`src/rtl/sdram_refresh_sched.sv`:
```
module sdram_refresh_sched #(
  parameter int CLK_MHZ   = 100,
  parameter int WINDOW_US = 64000,
  parameter int REFRESHES = 4096,
  parameter int OWED_MAX  = 8
) (
  input  logic clk,
  input  logic rst_n,
  input  logic self_ref_req,
  input  logic banks_idle,
  input  logic cmd_grant,
  output logic cmd_valid,
  output logic cmd_kind,
  output logic cmd_urgent,
  output logic cke,
  output logic [$clog2(OWED_MAX+1)-1:0] owed_count
);
  localparam int INTERVAL = (CLK_MHZ * WINDOW_US) / REFRESHES;
  localparam int CW = $clog2(INTERVAL + 1);
  localparam int OW = $clog2(OWED_MAX + 1);

  typedef enum logic [2:0] {
    S_IDLE, S_PRE, S_REF, S_SR_PRE, S_SR_ENT, S_SR_HOLD, S_EXIT_REF
  } state_t;

  state_t state, state_nx;
  logic [CW-1:0] cnt;
  logic hold_clk, tick, issue, ref_done, inc;

  assign hold_clk = (state == S_SR_HOLD) || (state == S_EXIT_REF);
  assign tick     = !hold_clk && (cnt == CW'(INTERVAL - 1));
  assign issue    = cmd_valid && cmd_grant;
  assign ref_done = issue && (state == S_REF);
  assign inc      = tick && (owed_count < OW'(OWED_MAX));

  always_ff @(posedge clk) begin
    if (!rst_n || hold_clk || tick) cnt <= '0;
    else cnt <= cnt + CW'(1);
  end

  always_ff @(posedge clk) begin
    if (!rst_n) owed_count <= '0;
    else if (state == S_SR_ENT && issue) owed_count <= '0;
    else owed_count <= owed_count + OW'(inc) - OW'(ref_done);
  end

  always_comb begin
    state_nx = state;
    case (state)
      S_IDLE:
        if (self_ref_req) state_nx = banks_idle ? S_SR_ENT : S_SR_PRE;
        else if (owed_count != '0) state_nx = banks_idle ? S_REF : S_PRE;
      S_PRE:      if (issue) state_nx = S_REF;
      S_REF:      if (issue) state_nx = S_IDLE;
      S_SR_PRE:   if (issue) state_nx = S_SR_ENT;
      S_SR_ENT:   if (issue) state_nx = S_SR_HOLD;
      S_SR_HOLD:  if (!self_ref_req) state_nx = S_EXIT_REF;
      S_EXIT_REF: if (issue) state_nx = S_IDLE;
      default:    state_nx = S_IDLE;
    endcase
  end

  always_ff @(posedge clk) begin
    if (!rst_n) state <= S_IDLE;
    else state <= state_nx;
  end

  always_comb begin
    case (state)
      S_PRE, S_SR_PRE:              cmd_valid = 1'b1;
      S_REF, S_SR_ENT, S_EXIT_REF:  cmd_valid = banks_idle;
      default:                      cmd_valid = 1'b0;
    endcase
  end

  assign cmd_kind   = (state == S_REF) || (state == S_SR_ENT) || (state == S_EXIT_REF);
  assign cke        = !((state == S_SR_ENT) || (state == S_SR_HOLD));
  assign cmd_urgent = (owed_count == OW'(OWED_MAX));

  p_ref_needs_idle_r6: assert property (@(posedge clk) disable iff (!rst_n)
    (cmd_valid && cmd_kind) |-> banks_idle);

  p_no_overflow_r7: assert property (@(posedge clk) disable iff (!rst_n)
    owed_count <= OW'(OWED_MAX));

  p_urgent_holds_r7: assert property (@(posedge clk) disable iff (!rst_n)
    (cmd_urgent && !ref_done && state != S_SR_ENT) |=> cmd_urgent);

  p_owed_step_r4: assert property (@(posedge clk) disable iff (!rst_n)
    (ref_done && !tick) |=> owed_count == $past(owed_count) - OW'(1));

  p_hold_quiet_r9: assert property (@(posedge clk) disable iff (!rst_n)
    (state == S_SR_HOLD) |-> (!cmd_valid && !cke && owed_count == '0));

  p_cke_rise_r10: assert property (@(posedge clk) disable iff (!rst_n)
    $rose(cke) |-> (state == S_EXIT_REF && cmd_kind));
endmodule

```
`config.mk`:
```
export PLATFORM = sky130hd
export DESIGN_NAME = sdram_refresh_sched
export DESIGN_NICKNAME = d
export VERILOG_FILES = /design/src/rtl/sdram_refresh_sched.sv
export SDC_FILE = /design/constraint.sdc
export NUM_CORES = 1
export LEC_CHECK = 0
export ABC_AREA = 1
export CORE_ASPECT_RATIO = 1.2
export CORE_UTILIZATION = 54
export DETAILED_ROUTE_END_ITERATION = 16
export PLACE_DENSITY = 0.9
export SLEW_MARGIN = 5
export SYNTH_ARGS = -nofsm -noshare
export SYNTH_HDL_FRONTEND = slang
export SYNTH_SLANG_ARGS = --single-unit
```
`constraint.sdc`:
```
create_clock -name clk -period 2.95 [get_ports clk]
set_clock_uncertainty 0.1 [all_clocks]
set_input_delay 0.59 -clock clk [delete_from_list [all_inputs] [get_ports clk]]
set_output_delay 0.59 -clock clk [all_outputs]
set_load 0.05 [all_outputs]
```
==> flow_metrics.tcl, run 1 <==
set metrics [dict create \
    holdWs_ns 0.3792 \
    fmax_mhz 381.5 \
    cts_buffers 3 \
    syn_nets 160 \
    grtUsageTotal 0.2088 \
    path_max_fanout 6 \
    slew-limit-headroom 0.6712 \
    cts-root-buf "clkbuf_4" \
    drtAntennaViolNets 0 \
    dr.pass1.iters 4 \
    leakage_uw 0.0005195 \
    fillers 158 \
    finalCriticalPeriod_ns 2.621 \
    fp.dieW_um 43.08 \
    hold_viol_final 0 \
    ioPinCount 13 \
    post_cts_buffers 0 \
    required_ns 2.26 \
    end_kind "output port" \
    antenna_found_initial 0 \
    fin_tns_setup_ns 0 \
    cts_tree "yes" \
    peakVddDrop_uv 565.1 \
    worstMarginPinSlew_ns 0.4917 \
    post_drt_wl_per_cell_um 10.69 \
    grt_pass1_wl_mm 3.477 \
    yosysSeqAreaShare 0.3295 \
    synth_top_area_frac 0.3295 \
    arrival_ns 1.93 \
    coreArea_um2 1872 \
    netlist_area_um2 1094 \
    num_vias 957 \
    netlist_top_cells_area "dfxtp_1 33%, ha_1 10%, nand2_1 8.6%" \
    insertion_delay_ns 0.29 \
    path_cells "nor2_1, nand2_1, nand2_1, inv_1, clkdlybuf4s50_1" \
    setup_viol_count_final 0 \
    ys.flop_type "dfxtp_1" \
    routed_via_density 5.317 \
    ys_ff_latch 18 \
    hold_class "reg -> reg" \
    num_rows 17 \
    antenna_cells 0 \
    outcome "completed" \
    drtIter0Drc 12 \
    drive_above_1_share 0.1988 \
    die_height_um 51.30 \
    wl_mm 1.924 \
    crit_type "reg -> out" \
    synthArstFlopShare 0 \
    syn_to_final_growth_pct 16.25 \
    ys_warn_count 0 \
    cpMostUsedCell "nand2_1" \
    hpwlAfterDp_mm 1.571 \
    crit_path_max_incr_delay_ns 0.79 \
    syn_area_per_cell_um2 7.542 \
    synth.largest_area_cell "dfxtp_1" \
    powerDensity_nw_per_um2 796.7 \
    start_util 0.5842 \
    ctsResizeCount 0 \
    grt_pass1_vias 897 \
    gp_congestion 0.8588 \
    cpMaxStageDelayCell "clkdlybuf4s50_1" \
    cts_buffer_depth 2 \
    die_area_um2 2210 \
    reg2reg_slack_ns 0.49 \
    htreeDepth 1 \
    grt_max_degree 11 \
    cts.sinks 18 \
    netlist_instances 145 \
    clk_pin_slew_ns 0.10 \
    ctsHoldBuffers 0 \
    gr-total-overflow 0 \
    max_cap_viol_count 0 \
    synth_edf_count 0 \
    nets 177 \
    rsz0062_at_grt "false" \
    finalMaxSlewViolations 0 \
    fin_crit_sh 0.8886 \
    port_buffers 12 \
    ys_types 23 \
    route.detailed.drc 0 \
    cp-start-kind "flop" \
]
## cells in the mapped netlist (2+ instances only)
cell and instances:
nand2_1 25, dfxtp_1 18, inv_1 17, nor2_1 16, nand3_1 11, nor2_2 10
ha_1 9, a21oi_1 6, xor2_1 6, nand2_2 5, inv_2 4, nand4_1 3
o21ai_2 3, nor3_1 2, xnor2_1 2
## per-layer routing
| metal | wire length, µm | vias to the layer above | track usage |
|---|---|---|---|
| met1 | 842 | 451 | 0.2321 |
| li1 | - | 490 | - |
| met4 | 36 | 0 | 0.1061 |
| met5 | 0 | - | 0 |
| met2 | 1002 | 12 | 0.3756 |
| met3 | 42 | 4 | 0.03180 |
## cell families (layout without fill, tap and decap cells)
| family | Yosys count | count (layout) | share of synthesized area |
|---|---|---|---|
| fa+ha+maj | 10 | 10 | 0.1213 |
| compound gates | 11 | 11 | 0.06637 |
| buf+inv | 22 | 38 | 0.08237 |
| flops | 18 | 18 | 0.3295 |
| simple gates | 76 | 76 | 0.3364 |
| xor+xnor | 8 | 8 | 0.06408 |
## placed cells by master (no fill, tap or decap), drive strengths merged, types with 2 or more instances in the layout
master         netlist  routed
nand2               31      31
dfxtp               18      18
nor2                27      27
nand3               11      11
xor2                 6       6
xnor2                2       2
ha                   9       9
nor3                 2       2
clkdlybuf4s50        0      11
a21oi                7       7
o21ai                3       3
inv                 22      22
clkbuf               0       4
nand4                3       3
## where the power goes
group	switching [µW]	internal [µW]
registers	43.1	279
clock network	76.7	75.2
logic	350	189
total	470	543
## cell type report
| type | instances | area (µm²) | area share |
|---|---|---|---|
| Tap cell | 19 | 23.77 | 0.01870 |
| Clock buffer | 4 | 36.28 | 0.02854 |
| Inverter | 22 | 90.09 | 0.07087 |
| Sequential cell | 18 | 360.3 | 0.2835 |
| Multi-Input combinational cell | 105 | 643.1 | 0.5059 |
| Timing Repair Buffer | 12 | 117.6 | 0.09252 |
## flip-flops by register name, summed over array words and instances, names as in the netlist
name and count:
cnt 11, owed_count 4, state 3
## path summary, 6_finish.rpt
kind | to | start | cells past startpoint
min | cnt[0] | cnt[0] | 1
max reg2reg | owed_count[2] | cnt[0] | 11
min reg2reg | cnt[0] | cnt[0] | 1
max | cke | state[0] | 5
## worst max-delay path, delay by kind of cell (launching register included)
kind	cells	cell delay (ns)
simple gates	3	0.32
flops	1	0.47
buf+inv	2	0.85
## through the flow
stage                     cell area, µm²  power, µW  utilization  setup slack, ns  instances
after global placement              1235      845.5       0.6598           0.1861        176
after global routing                1271       1095       0.6791           0.2056        180
final                               1271       1013       0.6791           0.3287        180
after CTS                           1271       1020       0.6791           0.3436        180
after floorplan                     1094      736.3            -           0.2490        145
after detailed placement            1235      866.5       0.6598          0.03535        176
(Power assumes the default switching activity.)
==> inputs of run 2 (changes only) <==
--- a/config.mk
+++ b/config.mk
@@ -8,6 +8,7 @@
 export ABC_AREA = 1
 export CORE_ASPECT_RATIO = 1.2
 export CORE_UTILIZATION = 54
+export CTS_CLUSTER_DIAMETER = 40
 export DETAILED_ROUTE_END_ITERATION = 16
 export PLACE_DENSITY = 0.9
 export SLEW_MARGIN = 5
==> results of run 2 <==
No change in the layout: final DEF, timing and power equal those of run 1.
